<file path="src/rtl/dbgcsr_pkg.sv">
package dbgcsr_pkg;

  localparam int CAUSE_N  = 4;
  localparam int CZ_BKPT  = 0;
  localparam int CZ_HALT  = 1;
  localparam int CZ_TRIG  = 2;
  localparam int CZ_FAULT = 3;

  typedef enum logic [3:0] {
    BP_IDLE  = 4'b0000,
    BP_WAIT1 = 4'b0001,
    BP_HIT1  = 4'b0010,
    BP_WAIT2 = 4'b0101,
    BP_HIT2  = 4'b0110
  } bp_code_e;

endpackage

</file>
<file path="src/rtl/dbgcsr_cause_flags.sv">
module dbgcsr_cause_flags #(
  parameter int            N      = 4,
  parameter logic [N-1:0]  GO_CLR = {1'b0, {(N-1){1'b1}}}
) (
  input  logic         clk,
  input  logic         rst_n,
  input  logic [N-1:0] ev,
  input  logic         rd_clr,
  input  logic         go,
  output logic [N-1:0] flags
);

  logic [N-1:0] flag_q;
  logic [N-1:0] flag_nxt;
  logic [N-1:0] flag_en;

  for (genvar i = 0; i < N; i++) begin : g_flag
    // set wins over any clear in the same cycle
    always_comb begin
      flag_en[i]  = ev[i] | rd_clr | (go & GO_CLR[i]);
      flag_nxt[i] = ev[i];
    end

    always_ff @(posedge clk or negedge rst_n) begin
      if (!rst_n)
        flag_q[i] <= 1'b0;
      else if (flag_en[i])
        flag_q[i] <= flag_nxt[i];
    end

    a_r2_sticky_set: assert property (@(posedge clk) disable iff (!rst_n)
      ev[i] |=> flag_q[i]);

    a_r3_read_clears: assert property (@(posedge clk) disable iff (!rst_n)
      (rd_clr && !ev[i]) |=> !flag_q[i]);

    if (GO_CLR[i]) begin : g_goclr
      a_r4_go_clears: assert property (@(posedge clk) disable iff (!rst_n)
        (go && !ev[i]) |=> !flag_q[i]);
    end else begin : g_gokeep
      a_r4_go_keeps: assert property (@(posedge clk) disable iff (!rst_n)
        (go && !rd_clr && flag_q[i]) |=> flag_q[i]);
    end
  end

  assign flags = flag_q;

endmodule

</file>
<file path="src/rtl/dbgcsr_bkpt_seq.sv">
module dbgcsr_bkpt_seq
  import dbgcsr_pkg::*;
(
  input  logic       clk,
  input  logic       rst_n,
  input  logic       arm,
  input  logic       l2_en,
  input  logic       l1_hit,
  input  logic       l2_hit,
  input  logic       tdr_clr,
  input  logic       rd_clr,
  output logic [3:0] code
);

  bp_code_e state_q;
  bp_code_e state_nxt;

  always_comb begin
    state_nxt = state_q;
    if (arm) begin
      state_nxt = BP_WAIT1;
    end else if (tdr_clr) begin
      state_nxt = BP_IDLE;
    end else begin
      unique case (state_q)
        BP_WAIT1: if (l1_hit) state_nxt = l2_en ? BP_WAIT2 : BP_HIT1;
        BP_WAIT2: if (l2_hit) state_nxt = BP_HIT2;
        BP_HIT1:  if (rd_clr && !l2_en) state_nxt = BP_IDLE;
        BP_HIT2:  if (rd_clr) state_nxt = BP_IDLE;
        default:  state_nxt = state_q;
      endcase
    end
  end

  always_ff @(posedge clk or negedge rst_n) begin
    if (!rst_n)
      state_q <= BP_IDLE;
    else
      state_q <= state_nxt;
  end

  assign code = state_q;

  a_r8_arm_wins: assert property (@(posedge clk) disable iff (!rst_n)
    arm |=> (code == 4'b0001));

  a_r8_tdr_clears: assert property (@(posedge clk) disable iff (!rst_n)
    (tdr_clr && !arm) |=> (code == 4'b0000));

  a_r7_read_keeps_wait: assert property (@(posedge clk) disable iff (!rst_n)
    (rd_clr && !arm && !tdr_clr && !l1_hit && !l2_hit &&
     (code == 4'b0001 || code == 4'b0101)) |=> $stable(code));

  a_r6_level2_step: assert property (@(posedge clk) disable iff (!rst_n)
    (code == 4'b0101 && l2_hit && !arm && !tdr_clr) |=> (code == 4'b0110));

endmodule

</file>
<file path="src/rtl/dbgcsr_ctrl_regs.sv">
module dbgcsr_ctrl_regs #(
  parameter logic [15:0] LOW_MASK = 16'hFF70
) (
  input  logic        clk,
  input  logic        rst_n,
  input  logic        cpu_wr,
  input  logic        cpu_supv,
  input  logic [17:0] cpu_wdata,
  input  logic        dbg_wr,
  input  logic [17:0] dbg_wdata,
  output logic        quiet,
  output logic        inhibit,
  output logic [15:0] low
);

  logic        quiet_q, quiet_nxt, quiet_en;
  logic        inhibit_q, inhibit_nxt, inhibit_en;
  logic        cpu_ok;
  logic        low_en;
  logic [15:0] low_q;
  logic [15:0] low_nxt;
  logic        unused_wbits;

  // debug port has priority; processor path gated by mode and inhibit
  always_comb begin
    cpu_ok      = cpu_wr & cpu_supv & ~inhibit_q & ~dbg_wr;
    quiet_en    = dbg_wr | cpu_ok;
    quiet_nxt   = dbg_wr ? dbg_wdata[17] : cpu_wdata[17];
    inhibit_en  = dbg_wr;
    inhibit_nxt = dbg_wdata[16];
    low_en      = dbg_wr | cpu_ok;
    low_nxt     = dbg_wr ? dbg_wdata[15:0] : cpu_wdata[15:0];
  end

  always_ff @(posedge clk or negedge rst_n) begin
    if (!rst_n)
      quiet_q <= 1'b0;
    else if (quiet_en)
      quiet_q <= quiet_nxt;
  end

  always_ff @(posedge clk or negedge rst_n) begin
    if (!rst_n)
      inhibit_q <= 1'b0;
    else if (inhibit_en)
      inhibit_q <= inhibit_nxt;
  end

  for (genvar b = 0; b < 16; b++) begin : g_low
    if (LOW_MASK[b]) begin : g_rw
      always_ff @(posedge clk or negedge rst_n) begin
        if (!rst_n)
          low_q[b] <= 1'b0;
        else if (low_en)
          low_q[b] <= low_nxt[b];
      end
    end else begin : g_zero
      assign low_q[b] = 1'b0;
    end
  end

  assign unused_wbits = ^(low_nxt & ~LOW_MASK);

  assign quiet   = quiet_q;
  assign inhibit = inhibit_q;
  assign low     = low_q;

  a_r11_inhibit_debug_only: assert property (@(posedge clk) disable iff (!rst_n)
    !dbg_wr |=> $stable(inhibit_q));

  a_r12_inhibit_blocks: assert property (@(posedge clk) disable iff (!rst_n)
    (inhibit_q && !dbg_wr) |=> ($stable(low_q) && $stable(quiet_q)));

  a_r11_user_ignored: assert property (@(posedge clk) disable iff (!rst_n)
    (!cpu_supv && !dbg_wr) |=> ($stable(low_q) && $stable(quiet_q)));

  a_r13_debug_wins: assert property (@(posedge clk) disable iff (!rst_n)
    dbg_wr |=> (low_q == $past(dbg_wdata[15:0] & LOW_MASK)));

endmodule

</file>
<file path="src/rtl/dbg_csr_unit.sv">
module dbg_csr_unit
  import dbgcsr_pkg::*;
#(
  parameter logic [3:0]  REV_LEVEL   = 4'b1001,
  parameter logic [15:0] LOW_RW_MASK = 16'hFF70
) (
  input  logic        clk,
  input  logic        rst_n,
  input  logic        cpu_wr_en,
  input  logic        cpu_supv,
  input  logic [31:0] cpu_wdata,
  input  logic        dbg_wr_en,
  input  logic        dbg_rd_en,
  input  logic [31:0] dbg_wdata,
  output logic [31:0] dbg_rdata,
  input  logic        ev_fault,
  input  logic        ev_trig,
  input  logic        ev_halt,
  input  logic        ev_bkpt_pin,
  input  logic        go_cmd,
  input  logic        tdr_wr,
  input  logic        bp_arm,
  input  logic        bp_l2_en,
  input  logic        bp_l1_hit,
  input  logic        bp_l2_hit,
  output logic        trace_quiet,
  output logic        cpu_wr_inhibit
);

  logic [CAUSE_N-1:0] cause_ev;
  logic [CAUSE_N-1:0] cause_flags;
  logic [3:0]         bp_code;
  logic               quiet;
  logic               inhibit;
  logic [15:0]        low_bits;
  logic               unused_hi;

  always_comb begin
    cause_ev            = '0;
    cause_ev[CZ_BKPT]   = ev_bkpt_pin;
    cause_ev[CZ_HALT]   = ev_halt;
    cause_ev[CZ_TRIG]   = ev_trig;
    cause_ev[CZ_FAULT]  = ev_fault;
  end

  dbgcsr_cause_flags #(
    .N      (CAUSE_N),
    .GO_CLR (4'b0111)
  ) u_flags (
    .clk    (clk),
    .rst_n  (rst_n),
    .ev     (cause_ev),
    .rd_clr (dbg_rd_en),
    .go     (go_cmd),
    .flags  (cause_flags)
  );

  dbgcsr_bkpt_seq u_bkpt (
    .clk     (clk),
    .rst_n   (rst_n),
    .arm     (bp_arm),
    .l2_en   (bp_l2_en),
    .l1_hit  (bp_l1_hit),
    .l2_hit  (bp_l2_hit),
    .tdr_clr (tdr_wr),
    .rd_clr  (dbg_rd_en),
    .code    (bp_code)
  );

  dbgcsr_ctrl_regs #(
    .LOW_MASK (LOW_RW_MASK)
  ) u_ctrl (
    .clk       (clk),
    .rst_n     (rst_n),
    .cpu_wr    (cpu_wr_en),
    .cpu_supv  (cpu_supv),
    .cpu_wdata (cpu_wdata[17:0]),
    .dbg_wr    (dbg_wr_en),
    .dbg_wdata (dbg_wdata[17:0]),
    .quiet     (quiet),
    .inhibit   (inhibit),
    .low       (low_bits)
  );

  // status fields are read-only from both ports
  assign unused_hi = ^{cpu_wdata[31:18], dbg_wdata[31:18]};

  always_comb begin
    dbg_rdata = {bp_code,
                 cause_flags[CZ_FAULT], cause_flags[CZ_TRIG],
                 cause_flags[CZ_HALT],  cause_flags[CZ_BKPT],
                 REV_LEVEL, 2'b00, quiet, inhibit, low_bits};
  end

  assign trace_quiet    = quiet;
  assign cpu_wr_inhibit = inhibit;

  a_r5_event_beats_read: assert property (@(posedge clk) disable iff (!rst_n)
    (dbg_rd_en && ev_trig) |=> dbg_rdata[26]);

  a_r10_quiet_follows_debug: assert property (@(posedge clk) disable iff (!rst_n)
    dbg_wr_en |=> (trace_quiet == $past(dbg_wdata[17])));

endmodule

</file>
<file path="config.mk">
export PLATFORM = sky130hd
export DESIGN_NAME = dbg_csr_unit
export DESIGN_NICKNAME = d
export VERILOG_FILES = /design/src/rtl/dbgcsr_pkg.sv /design/src/rtl/dbgcsr_cause_flags.sv /design/src/rtl/dbgcsr_bkpt_seq.sv /design/src/rtl/dbgcsr_ctrl_regs.sv /design/src/rtl/dbg_csr_unit.sv
export SDC_FILE = /design/constraint.sdc
export NUM_CORES = 1
export LEC_CHECK = 0
export ABC_AREA = 0
export BUFFER_PORTS_ARGS = -buffer_cell sky130_fd_sc_hd__buf_4
export CAP_MARGIN = 20
export CORE_MARGIN = 1.5
export CORE_UTILIZATION = 33
export DETAILED_ROUTE_END_ITERATION = 8
export PLACE_DENSITY_LB_ADDON = 0.1
export SLEW_MARGIN = 15
export SYNTH_ARGS = -nofsm -noshare
export SYNTH_HDL_FRONTEND = slang
export SYNTH_HIERARCHICAL = 1
export SYNTH_SLANG_ARGS = --single-unit
</file>
<file path="constraint.sdc">
create_clock -name clk -period 1.3 [get_ports clk]
set_input_delay 0.065 -clock clk [delete_from_list [all_inputs] [get_ports clk]]
set_output_delay 0.065 -clock clk [all_outputs]
set_load 0.03 [all_outputs]
</file>
Yosys cells after proc, flatten, opt, wreduce, memory -nomap -nowiden
Index checks and enable logic that the tools add are counted.
{ "classes": {"n_reduce_logical": 4, "bitwise": 13, "n_mux": 10, "n_eq_ne": 8} }
{ "ops": {"columns": ["op", "count"], "rows": [
  ["4-bit two-way mux", 6],
  ["16-bit two-way mux", 1],
  ["4-bit case mux with 4 select lines", 1],
  ["4-bit inequality test (second input constant)", 3],
  ["4-bit by 3-bit == test with 1-bit output (second input constant)", 2],
  ["1-bit bitwise OR", 8],
  ["6-bit nonzero test", 1],
  ["5-bit AND reduction", 1],
  ["4-bit by 1-bit == test with 1-bit output (second input constant)", 1],
  ["4-bit by 2-bit == test with 1-bit output (second input constant)", 1],
  ["4-bit by 3-bit inequality test with 1-bit output (second input constant)", 1],
  ["1-bit AND", 3],
  ["3-bit two-way mux", 1],
  ["1-bit NOT", 2],
  ["1-bit logical AND", 1],
  ["1-bit zero test", 1],
  ["1-bit two-way mux", 1]
]} }
{ "word_totals": {"output_inout_bits": 34, "inputBits": 80, "regBits": 21, "elab_cells": 53} }

Longest topological paths before layout
{ "depth": {"depth_word": 6, "ltp_mapped": 5, "ltp_nobuf": 4} }

By module
Netlist, hierarchy kept.
{ "by_module_without_submodules": {"columns": ["module", "area_per_inst_um2", "seq_area_each_um2", "cells_each", "instances"], "rows": [
  ["dbgcsr_ctrl_regs", 725.7, 325.3, 50, 1],
  ["dbgcsr_bkpt_seq", 269.0, 75.1, 30, 1],
  ["dbgcsr_cause_flags", 140.1, 100.1, 10, 1],
  ["dbg_csr_unit", 67.6, 0.0, 10, 1]
]} }

Worst setup path after synthesis
No wires, ideal clock.
{ "synth_path": {"kind": "register to register", "start": "reg u_bkpt.state_q[0], in the netlist u_bkpt/code[0]", "end": "reg u_bkpt.state_q[1], in the netlist u_bkpt/code[1]", "period_less_slack_ps": 1567, "required_ps": 1174, "path_buffers": 1, "path_slack_ps": -267, "stages_incl_launch_ff": 6, "setup_ps": 126, "arrival_time_ps": 1441, "path_cell_list": "dfrtp_1 -> buf_6 -> nor2b_1 -> a32oi_2 -> nand2_2 -> o311a_1"} }
{ "synth_via": {"elab_chain_len": 4, "elab_cells_between_ends": 13, "classes_between": "8 x eq/ne; 3 x mux; 2 x reduce/logical"} }
{ "synth_rtl": {"columns": ["item", "line", "source"], "rows": [
  ["start, declared", "dbgcsr_bkpt_seq.sv:15", "bp_code_e state_q;"],
  ["start signal, assigned", "dbgcsr_bkpt_seq.sv:39", "state_q <= state_nxt;"],
  ["4-bit by 3-bit == test with 1-bit output, or another cell as far along", "dbgcsr_bkpt_seq.sv:25", "unique case (state_q)"],
  ["4-bit case mux with 4 select lines", "dbgcsr_bkpt_seq.sv:25", null],
  ["4-bit two-way mux", "dbgcsr_bkpt_seq.sv:22", "end else if (tdr_clr) begin"],
  ["4-bit two-way mux", "dbgcsr_bkpt_seq.sv:20", "if (arm) begin"]
]} }
Several ways; a longest one is shown, not always the timed one.
A chain may end at the register's enable or synchronous reset.

Final worst setup path
{ "layout_path": {"start": "reg u_bkpt.state_q[1], in the netlist u_bkpt/code[1]", "end": "reg u_bkpt.state_q[1], in the netlist u_bkpt/code[1]"} }
The elaborated chain is that of the path after synthesis.

==> metrics.md <==
| Metric | Value |
|---|---|
| Area grow syn2layout | `48.9%` |
| RSZ-0062 raised after global routing | `true` |
| Clk buf depth | `2` |
| Mux share of post-synthesis cell area | `0.259` |
| Compound-cell area share of the yosys netlist | `0.119` |
| DIE AREA | `4010 um2` |
| Max-Cap Viols | `0` |
| Root Buffer | `clkbuf_4` |
| Setup_tns | `-42.6 ps` |
| Slowest CP cell | `dfrtp_2` |
| Minimum clock period | `1340 ps` |
| Initial Util | `0.352` |
| Ports | `between 100 and 150` |
| Worst-path fanout max | `3` |
| Setup WS pre-CTS | `-80.8 ps` |
| Utilization after layout | `0.524` |
| Post-synthesis cell type count | `27` |
| Crit path largest cell delay | `420 ps` |
| Largest net degree at the start of global routing | `21` |
| # DRC | `0` |
| GRT Residual Overflow | `0` |
| Detail Route Antenna Nets | `0` |
| Synth Area in XOR/XNOR | `0` |
| Max Slew Vio Count | `0` |
| CP bufs+invs | `0` |
| 1st-iter DRT viols | `24` |
| Post-DP HPWL | `2020 um` |
| Max frequency | `approximately 740 MHz` |
| Average size of a mapped cell | `12.0 um2` |
| Crit end category | `register` |
| Simple-gate portion of the synthesized area | `0.0562` |
| Most frequent cells in the layout | `67 x buf_4, 17 x mux2_2, 16 x dfrtp_1, 12 x conb_1, 8 x mux2_4` |
| Synth area leaders | `dfrtp_1 42%, mux2_2 16%, mux2_4 10%` |
| Final Setup Violations | `1` |
| Top-area cell type share of the netlist area | `0.416` |
| Internal reg-to-reg setup slack | `-40 ps` |
| Synthesized area | `1200 um2` |
| Total power | `1.76 mW` |
| Cells after Synth | `100` |
| CP arrival | `1530 ps` |
| Initial antenna violation count | `0` |
| Multi-input gate area | `592 um2` |
| Seq/Total Area, Yosys | `0.416` |
| Leak | `0.892 nW` |
| DR vias | `987` |
| Tcrit/Tclk final | `1.03` |
| Failing checks | `setup timing` |
| Power density over the cells | `982 nW/um2` |
| FF+latch area | `505 um2` |
| Clock Sinks | `20` |
| Die X | `63.4 um` |
| H-tree depth | `1` |
| Startpoint types | `register` |
| TritonRoute pass-1 iters | `4` |
| DIE HEIGHT | `~63 um` |
| # diodes | `0` |
| Final hold viol count | `0` |
| Total Nets Final | `250` |
| #FFs+latches synth | `20` |
| Synth area leader | `dfrtp_1` |
| Share of layout cells above drive strength 1 | `0.663` |
| Global-route wire length before repair | `4190 um` |
| Vias per cell | `4.59` |
| All-layer global routing usage | `0.132` |
| Largest family of logic cells by synthesized area | `multiplexers` |
| Drt wl/cell | `12.4 um` |
| CTS tree | `yes` |
| Top Family by Delay on Critical Path | `compound AO/OA/AOI/OAI gates` |
| Outcome | `complete, but fails checks` |
| Post-Layout Cell Count | `215` |
| Worst hold path class | `input pin to register` |
| Most common cell after layout, fill and taps aside | `buf_4` |
| Worst-Skew Late Latency | `290 ps` |
| Fin Clk Skew | `3.60 ps` |
| Std cell rows | `21` |
| Placed insts | `203` |
| Placer Congestion | `around 0.80` |
| Yosys Warn Count | `6` |
| FILL cells | `322` |
| Crit Path Class | `register to register` |
| Clock transition at path regs | `110 ps` |
| Vias in the first global route | `975` |
| Final setup margin | `-42.6 ps` |
| Worst path required time | `1480 ps` |
| Maximum VDD drop | `341 uV` |
| Detailed Route WL | `roughly 2700 um` |
| Port Buffers | `62` |
| Core ar. | `~3400 um2` |
| TritonCTS Buffers | `3` |
| Adder-cell area share of the yosys netlist | `0` |
| Ordered cell list for the critical path | `nor2b_2 > a32oi_2 > nand2_2 > o311a_1` |
## synthesized netlist by cell type
master and number:
a21boi_1 1, a21o_1 5, a21o_2 1, a21oi_1 2
a22o_1 1, a2bb2oi_1 1, a311oi_1 1, a31o_2 1
a31oi_2 1, a32oi_2 1, buf_4 15, buf_6 2
buf_8 1, conb_1 4, dfrtp_1 20, inv_1 4
mux2_2 17, mux2_4 8, nand2_1 2, nand2_2 1
nand2b_1 2, nor2_1 2, nor2_2 1, nor2b_1 3
nor4b_1 1, o21ai_0 1, o311a_1 1
## power breakdown
group	total (mW)	internal (mW)	switching, mW
Combinational	0.714	0.346	0.367
Sequential	0.740	0.693	0.0466
Clock	0.305	0.119	0.185
## layer usage
layer  routed length [um]  up-vias  track usage
met5                    0        -            0
met4                   15        0       0.0489
met3                  209        2       0.0321
met2                 1400       47        0.247
met1                 1040      481        0.141
li1                     -      457            -
## cells by family (layout without fill, tap and decap cells)
| kind of cell | after synthesis | count (layout) |
|---|---|---|
| AO/OA/AOI/OAI | 17 | 17 |
| buffers and inverters | 22 | 83 |
| flip-flops | 20 | 20 |
| multiplexers | 25 | 25 |
| other | 4 | 12 |
| AND/OR/NAND/NOR | 12 | 12 |
## worst paths after layout
kind,cells past startpoint,endpoint,start
max in group asynchronous,2,u_ctrl/inhibit,rst_n
worst min-delay path,3,u_bkpt/code[2],bp_arm
worst max-delay path,4,u_bkpt/code[1],u_bkpt/code[1]
worst max register to register,4,u_bkpt/code[1],u_bkpt/code[1]
worst min register to register,1,u_flags/flags[3],u_flags/flags[3]
min in group asynchronous,2,u_ctrl/low[13],rst_n
## area by class of cell
cell class	count	share of cell area
Clock buffer	4	0.0147
Timing Repair Buffer	75	0.332
Multi-Input combinational cell	66	0.331
Inverter	4	0.00839
Tap cell	46	0.0321
Sequential cell	20	0.282
## flip-flops by register name, summed over array words and instances (netlist names)
signal / flops
u_ctrl/quiet: 1
u_ctrl/low: 11
u_bkpt/code: 3
u_flags/flags: 4
u_ctrl/inhibit: 1
## what timing repair did
action / in CTS / in global routing
pin swaps: 2 / 1
setup buffers: 1 / 1
gates resized for setup: 3 / 1
hold endpoints to repair: 25 / 0
hold buffers: 6 / 0
setup endpoints to repair: 3 / 3
## stage by stage
stage / cell area (um2) / hold slack, ps
final: 1790 / 39.0
after global routing: 1790 / 8.57
after CTS: 1780 / 25.1
after detailed placement: 1680 / -34.9
after global placement: 1680 / -36.4
after floorplan: 1260 / -231
## tightest hold or removal path, delay by kind of cell
kind,cells,cell delay (ps)
AO/OA/AOI/OAI,2,150
buffers and inverters,1,90
Power figures use the tool's default switching activity.
